<file path="src/rtl/tsp_pkg.sv">
package tsp_pkg;
  localparam int unsigned NORM_TAPS   = 512;
  localparam int unsigned EXT_TAPS    = 2 * NORM_TAPS;
  localparam int unsigned FLAT_SH     = 3;
  localparam int unsigned SS_SH       = 2;
  localparam int unsigned EXP_MAX     = 16;
  localparam int unsigned FD_W        = 8;
  localparam int unsigned SSC_W       = 3;
  localparam int unsigned NS_W        = 8;
  localparam int unsigned SSC_RST     = 4;
  localparam int unsigned TAP_W       = $clog2(EXT_TAPS) + 1;
  localparam int unsigned EXP_W       = $clog2(EXP_MAX + 1);
  localparam int unsigned SH_W        = 4;
  localparam int unsigned PER_W       = SS_SH + (1 << SSC_W) - 1;
  localparam int unsigned PROD_W      = NS_W + PER_W;
  localparam int unsigned FD_MAX_NORM = NORM_TAPS >> FLAT_SH;
  localparam int unsigned FD_MAX_EXT  = EXT_TAPS >> FLAT_SH;

  typedef struct packed {
    logic [FD_W-1:0]  flat;
    logic [SSC_W-1:0] ssc;
    logic [NS_W-1:0]  nsteps;
    logic             ext;
  } prof_cfg_t;

  typedef enum logic {SEQ_IDLE = 1'b0, SEQ_RUN = 1'b1} seq_state_t;
endpackage

</file>
<file path="src/rtl/tsp_cfg_latch.sv">
module tsp_cfg_latch
  import tsp_pkg::*;
(
  input  logic      clk,
  input  logic      rst_n,
  input  logic      cap,
  input  prof_cfg_t cfg_in,
  output prof_cfg_t cfg_q,
  output logic      err_q
);
  localparam logic [FD_W-1:0] LIM_NORM = FD_W'(FD_MAX_NORM);
  localparam logic [FD_W-1:0] LIM_EXT  = FD_W'(FD_MAX_EXT);

  logic [FD_W-1:0] fd_lim;
  logic            fd_over;
  prof_cfg_t       cfg_d;
  logic            err_d;
  logic            cfg_en;

  always_comb begin
    fd_lim  = cfg_in.ext ? LIM_EXT : LIM_NORM;
    fd_over = (cfg_in.flat > fd_lim);
    cfg_en  = cap;
    cfg_d   = cfg_in;
    if (fd_over) begin
      cfg_d.flat = fd_lim;
    end
    err_d   = err_q | fd_over;
  end

  always_ff @(posedge clk or negedge rst_n) begin
    if (!rst_n) begin
      cfg_q.flat   <= '0;
      cfg_q.ssc    <= SSC_W'(SSC_RST);
      cfg_q.nsteps <= '0;
      cfg_q.ext    <= 1'b0;
      err_q        <= 1'b0;
    end else if (cfg_en) begin
      cfg_q <= cfg_d;
      err_q <= err_d;
    end
  end
endmodule

</file>
<file path="src/rtl/tsp_region_calc.sv">
module tsp_region_calc
  import tsp_pkg::*;
(
  input  prof_cfg_t         cfg,
  output logic [TAP_W-1:0]  flat_end,
  output logic [TAP_W-1:0]  dec_start,
  output logic [TAP_W-1:0]  tap_last,
  output logic [PER_W-1:0]  ss_last
);
  logic [TAP_W-1:0]  len;
  logic [SH_W-1:0]   sh;
  logic [PROD_W-1:0] prod;

  always_comb begin
    len      = cfg.ext ? TAP_W'(EXT_TAPS) : TAP_W'(NORM_TAPS);
    tap_last = len - TAP_W'(1);
    sh       = SH_W'(SS_SH) + SH_W'(cfg.ssc);
    ss_last  = ~({PER_W{1'b1}} << sh);
    prod     = PROD_W'(cfg.nsteps) << sh;
    if (prod >= PROD_W'(len)) begin
      dec_start = '0;
    end else begin
      dec_start = len - prod[TAP_W-1:0];
    end
    flat_end = TAP_W'(cfg.flat) << FLAT_SH;
  end
endmodule

</file>
<file path="src/rtl/tsp_tap_seq.sv">
module tsp_tap_seq
  import tsp_pkg::*;
(
  input  logic             clk,
  input  logic             rst_n,
  input  logic             start,
  input  logic             adv,
  input  logic [TAP_W-1:0] tap_last,
  output logic [TAP_W-1:0] tap_q,
  output logic             busy,
  output logic             fire
);
  seq_state_t       state_q, state_d;
  logic [TAP_W-1:0] tap_d;
  logic             seq_en;

  always_comb begin
    busy    = (state_q == SEQ_RUN);
    fire    = adv & busy & ~start;
    seq_en  = start | fire;
    state_d = state_q;
    tap_d   = tap_q;
    if (start) begin
      state_d = SEQ_RUN;
      tap_d   = '0;
    end else if (fire) begin
      tap_d = tap_q + TAP_W'(1);
      if (tap_q == tap_last) begin
        state_d = SEQ_IDLE;
      end
    end
  end

  always_ff @(posedge clk or negedge rst_n) begin
    if (!rst_n) begin
      state_q <= SEQ_IDLE;
      tap_q   <= '0;
    end else if (seq_en) begin
      state_q <= state_d;
      tap_q   <= tap_d;
    end
  end
endmodule

</file>
<file path="src/rtl/tsp_decay_cnt.sv">
module tsp_decay_cnt
  import tsp_pkg::*;
(
  input  logic             clk,
  input  logic             rst_n,
  input  logic             clr,
  input  logic             step,
  input  logic             in_decay,
  input  logic [PER_W-1:0] ss_last,
  output logic [EXP_W-1:0] dexp_q
);
  localparam logic [EXP_W-1:0] EXP_TOP = EXP_W'(EXP_MAX);

  logic [PER_W-1:0] per_q, per_d;
  logic [EXP_W-1:0] dexp_d;
  logic             cnt_en;
  logic             period_end;
  logic             at_top;

  always_comb begin
    cnt_en     = clr | (step & in_decay);
    period_end = (per_q == ss_last);
    at_top     = (dexp_q == EXP_TOP);
    per_d      = per_q;
    dexp_d     = dexp_q;
    if (clr) begin
      per_d  = '0;
      dexp_d = '0;
    end else if (period_end) begin
      per_d = '0;
      if (!at_top) begin
        dexp_d = dexp_q + EXP_W'(1);
      end
    end else begin
      per_d = per_q + PER_W'(1);
    end
  end

  always_ff @(posedge clk or negedge rst_n) begin
    if (!rst_n) begin
      per_q  <= '0;
      dexp_q <= '0;
    end else if (cnt_en) begin
      per_q  <= per_d;
      dexp_q <= dexp_d;
    end
  end
endmodule

</file>
<file path="src/rtl/tap_step_profile.sv">
module tap_step_profile
  import tsp_pkg::*;
(
  input  logic             clk,
  input  logic             rst_n,
  input  logic [FD_W-1:0]  cfg_flat,
  input  logic [SSC_W-1:0] cfg_ssc,
  input  logic [NS_W-1:0]  cfg_nsteps,
  input  logic             cfg_ext,
  input  logic             sweep_start,
  input  logic             tap_adv,
  output logic             step_valid,
  output logic [EXP_W-1:0] step_exp,
  output logic [TAP_W-1:0] tap_idx,
  output logic             sweep_busy,
  output logic             cfg_err
);
  prof_cfg_t        cfg_raw;
  prof_cfg_t        cfg_q;
  logic [TAP_W-1:0] flat_end;
  logic [TAP_W-1:0] dec_start;
  logic [TAP_W-1:0] tap_last;
  logic [PER_W-1:0] ss_last;
  logic [EXP_W-1:0] dexp;
  logic             fire;
  logic             in_flat;
  logic             in_decay;

  always_comb begin
    cfg_raw.flat   = cfg_flat;
    cfg_raw.ssc    = cfg_ssc;
    cfg_raw.nsteps = cfg_nsteps;
    cfg_raw.ext    = cfg_ext;
  end

  tsp_cfg_latch u_cfg (
    .clk    (clk),
    .rst_n  (rst_n),
    .cap    (sweep_start),
    .cfg_in (cfg_raw),
    .cfg_q  (cfg_q),
    .err_q  (cfg_err)
  );

  tsp_region_calc u_region (
    .cfg       (cfg_q),
    .flat_end  (flat_end),
    .dec_start (dec_start),
    .tap_last  (tap_last),
    .ss_last   (ss_last)
  );

  tsp_tap_seq u_seq (
    .clk      (clk),
    .rst_n    (rst_n),
    .start    (sweep_start),
    .adv      (tap_adv),
    .tap_last (tap_last),
    .tap_q    (tap_idx),
    .busy     (sweep_busy),
    .fire     (fire)
  );

  tsp_decay_cnt u_decay (
    .clk      (clk),
    .rst_n    (rst_n),
    .clr      (sweep_start),
    .step     (fire),
    .in_decay (in_decay),
    .ss_last  (ss_last),
    .dexp_q   (dexp)
  );

  // Region priority: flat floor, then decay, else full step.
  always_comb begin
    in_flat    = (tap_idx < flat_end);
    in_decay   = (tap_idx >= dec_start);
    step_valid = fire;
    if (in_flat) begin
      step_exp = EXP_W'(EXP_MAX);
    end else if (in_decay) begin
      step_exp = dexp;
    end else begin
      step_exp = '0;
    end
  end
endmodule

</file>
<file path="config.mk">
export PLATFORM = sky130hd
export DESIGN_NAME = tap_step_profile
export DESIGN_NICKNAME = d
export VERILOG_FILES = /design/src/rtl/tsp_pkg.sv /design/src/rtl/tsp_cfg_latch.sv /design/src/rtl/tsp_region_calc.sv /design/src/rtl/tsp_tap_seq.sv /design/src/rtl/tsp_decay_cnt.sv /design/src/rtl/tap_step_profile.sv
export SDC_FILE = /design/constraint.sdc
export NUM_CORES = 1
export LEC_CHECK = 0
export CAP_MARGIN = 0
export CORE_ASPECT_RATIO = 0.7
export CORE_MARGIN = 3
export CORE_UTILIZATION = 30
export DETAILED_ROUTE_END_ITERATION = 6
export PLACE_DENSITY = 0.56
export SLEW_MARGIN = 30
export SYNTH_ARGS = -nofsm -noshare
export SYNTH_HDL_FRONTEND = slang
export SYNTH_SLANG_ARGS = --single-unit
export TNS_END_PERCENT = 100
</file>
<file path="constraint.sdc">
create_clock -name clk -period 7.29 [get_ports clk]
set_input_delay 1.458 -clock clk [delete_from_list [all_inputs] [get_ports clk]]
set_output_delay 1.458 -clock clk [all_outputs]
set_load 0.02 [all_outputs]
</file>
==> flow_summary.ini <==
[status]
status = completed

[clock_tree]
hold_buffers = 0
cts_resized = 0
cts-root-buf = clkbuf_16
ctsLongestPathBuffers = 2
clk_latency_ns = 0.29
cts_setup_buffers = 0
cts.sinks = 47
clkSlewWorstSetupHoldPaths_ns = 0.06
htreeDepth = 2
cts_tree = yes
cts_buffers = 5

[sta]
setup_slack_ns = 0.508
fmax_mhz = 147
tns_ns = 0
whs_ns = 0.478
grt_setup_unrepaired = false
setup_viol = 0
slew_headroom = 0.569
fin_worst_skew_ns = 0.00392
worst-slew-pin-transition_ns = 0.646
slew_viol_final = 0
fin_crit_ns = 6.78
hold_viol_final = 0
finalCritPeriodShare = 0.930

[drt]
via_count = 3387
first_iter_violations = 179
ant_nets = 0
drcViolationCount = 0
routed_via_density = 5.42
first_pass_iters = 4
wl_per_cell_um = 15.8
routed_wl_um = 9890

[synthesis]
netlist_area_mm2 = 0.00382
ys_ff_latch = 47
synthTopCellsByArea = dfrtp_1 (30%), ha_1 (9.8%), nand2_1 (4.0%)
synth_edf_count = 0
synth_fp_nets = 490
synth.avg_cell_area_um2 = 8.76
netlist_instances = 436
async_flop_share = 1.00
yosysUniqueCellTypes = 66
yosysTopAreaCell = dfrtp_1
synth_ff_type = dfrtp_1
yosys_warnings = 0
synth_top_area_frac = 0.302
synth_seq_area_share = 0.308

[pwr]
power_density_mw_per_mm2 = 192
p_switching_uw = 304
vdd_drop_max_mv = 0.109
leakage_uw = 0.00184
seq_power_share = 0.340
p_comb_frac = 0.357
p_clk_frac = 0.303
intPower_uw = 563
switching_share = 0.351

[floorplanning]
io_pins = 43
rows = 33
die_h_um = 100
initial_core_util = 0.317
core_area_mm2 = 0.0121
die_w_um = 141
dieArea_mm2 = 0.0141

[setup_path]
r2r-end = u_decay.dexp_q[0]
reg2regPathDepth = 17
arrival_ns = 5.32
critPathRequiredTime_ns = 5.83
start_kind = flop
reg2reg_slack_ns = 2.32
r2r-start = u_cfg.cfg_q[10]
endpoint_kind = output port
worstPathMaxFanout = 14
worstSetupPathType = flop to output port

[layout]
mostFrequentLayoutCell = dfrtp_1
final_cell_area_mm2 = 0.00451
drive_above_1_share = 0.0769
syn2layout_area_growth_pct = 18.3
nFillCells = 1230
utilization = 0.374
diodes = 0
final_nets = 522
layout_common_cells = dfrtp_1 (46), nand2_1 (41), clkdlybuf4s50_1 (40)

[worst_hold_path]
hold_start = u_cfg.err_q
hold-path-cell-count = 1
hp-class = flop to flop
worst_hold_path.endpoint = u_cfg.err_q

[placed_design]
dp_hpwl_um = 7220
gp_congestion = 0.850
dpl_cell_area_mm2 = 0.00435
pre_cts_ws_ns = 0.819
io_buffers = 42

[global_routing]
grt_pass1_vias = 3323
grt_usage = 0.145
grt_first_pass_wirelength_um = 16700
grt_max_degree = 51
antenna_found_initial = 0
globalRouteOverflowTotal = 0

[run]
max_cap_violations = 0
==> metrics by stage <==
stage / instances / power, uW
after floorplan: 436 / 524
after global placement: 618 / 605
after detailed placement: 618 / 609
after CTS: 625 / 876
after global routing: 625 / 930
final: 625 / 868
==> power groups by stage <==
stage,clock network (uW),logic [uW],registers (uW)
floorplan,0,232,292
global placement,0,306,300
detailed placement,0,309,300
CTS,271,310,295
global route,283,348,299
finish,263,310,295
==> registers in the layout, indices dropped and copies added (netlist names) <==
register and flops:
u_decay.dexp_q 5, u_decay.per_q 9, u_seq.tap_q 11, u_cfg.err_q 1, u_seq.busy 1, u_cfg.cfg_q 20
==> worst max path at each step <==
stage	from	endpoint	slack [ns]	cells past startpoint
2_1_floorplan	u_cfg.cfg_q[10]	step_exp[4]	1.38	19
3_3_place_gp	u_cfg.cfg_q[9]	step_exp[4]	0.95	17
3_5_place_dp	u_cfg.cfg_q[10]	step_exp[1]	0.82	18
4_1_cts	u_cfg.cfg_q[10]	step_exp[1]	0.47	18
5_1_grt	u_cfg.cfg_q[10]	step_exp[1]	0.06	18
6_report	u_cfg.cfg_q[10]	step_exp[1]	0.51	18
==> final cells by class <==
cell class              instances  area [um^2]  area share
clock buffers                   6          129      0.0285
clock inverters                 1         30.0     0.00665
inverters                      29          109      0.0241
multi-input cells             337         2410       0.535
flip-flops and latches         47         1180       0.261
well taps                     157          196      0.0435
repair buffers                 48          458       0.101
==> logic make-up (layout without fill, tap and decap cells) <==
| kind of cell | count (synthesis) | count (layout) | share of synthesized area |
|---|---|---|---|
| AOI/OAI and AO/OA | 120 | 120 | 0.221 |
| DFF | 47 | 47 | 0.308 |
| and+or+nand+nor | 145 | 145 | 0.194 |
| buffers and inverters | 52 | 84 | 0.0590 |
| adders and majority gates | 30 | 30 | 0.0983 |
| muxes | 20 | 20 | 0.0688 |
| xor gates and xnor gates | 22 | 22 | 0.0505 |
==> worst max-delay path, cell delays in order (launching register included) <==
cell and delay [ns]:
dfrtp_1 0.35, clkinv_1 0.22, ha_1 0.50, buf_4 0.24
nor2b_1 0.27, a31o_2 0.20, ha_1 0.25, a21oi_1 0.16
o311ai_1 0.20, a211oi_4 0.41, nand2_1 0.11, ha_1 0.30
and3_1 0.18, a221o_1 0.14, a21boi_0 0.10, a21oi_1 0.51
nand2_1 0.13, nor2_1 0.13, clkdlybuf4s50_1 0.62
==> synth_stat cells, types with 10 or more instances <==
cell type	instances
xnor2_1	10
nand2_1	41
o21ai_0	25
nor2_1	29
inv_1	27
and3_1	10
nand2b_1	11
xor2_1	12
ha_1	30
nand3_1	10
a21oi_1	28
nand4_1	12
clkbuf_1	15
dfrtp_1	46
==> metal layers <==
metal  up-vias  track usage  wire [um]
met5         -            0          0
met4         0       0.0380         71
met3         5       0.0262        495
met2        79        0.217       4250
met1      1647        0.216       5080
li1       1656            -          -
Power figures use the tool's default switching activity.
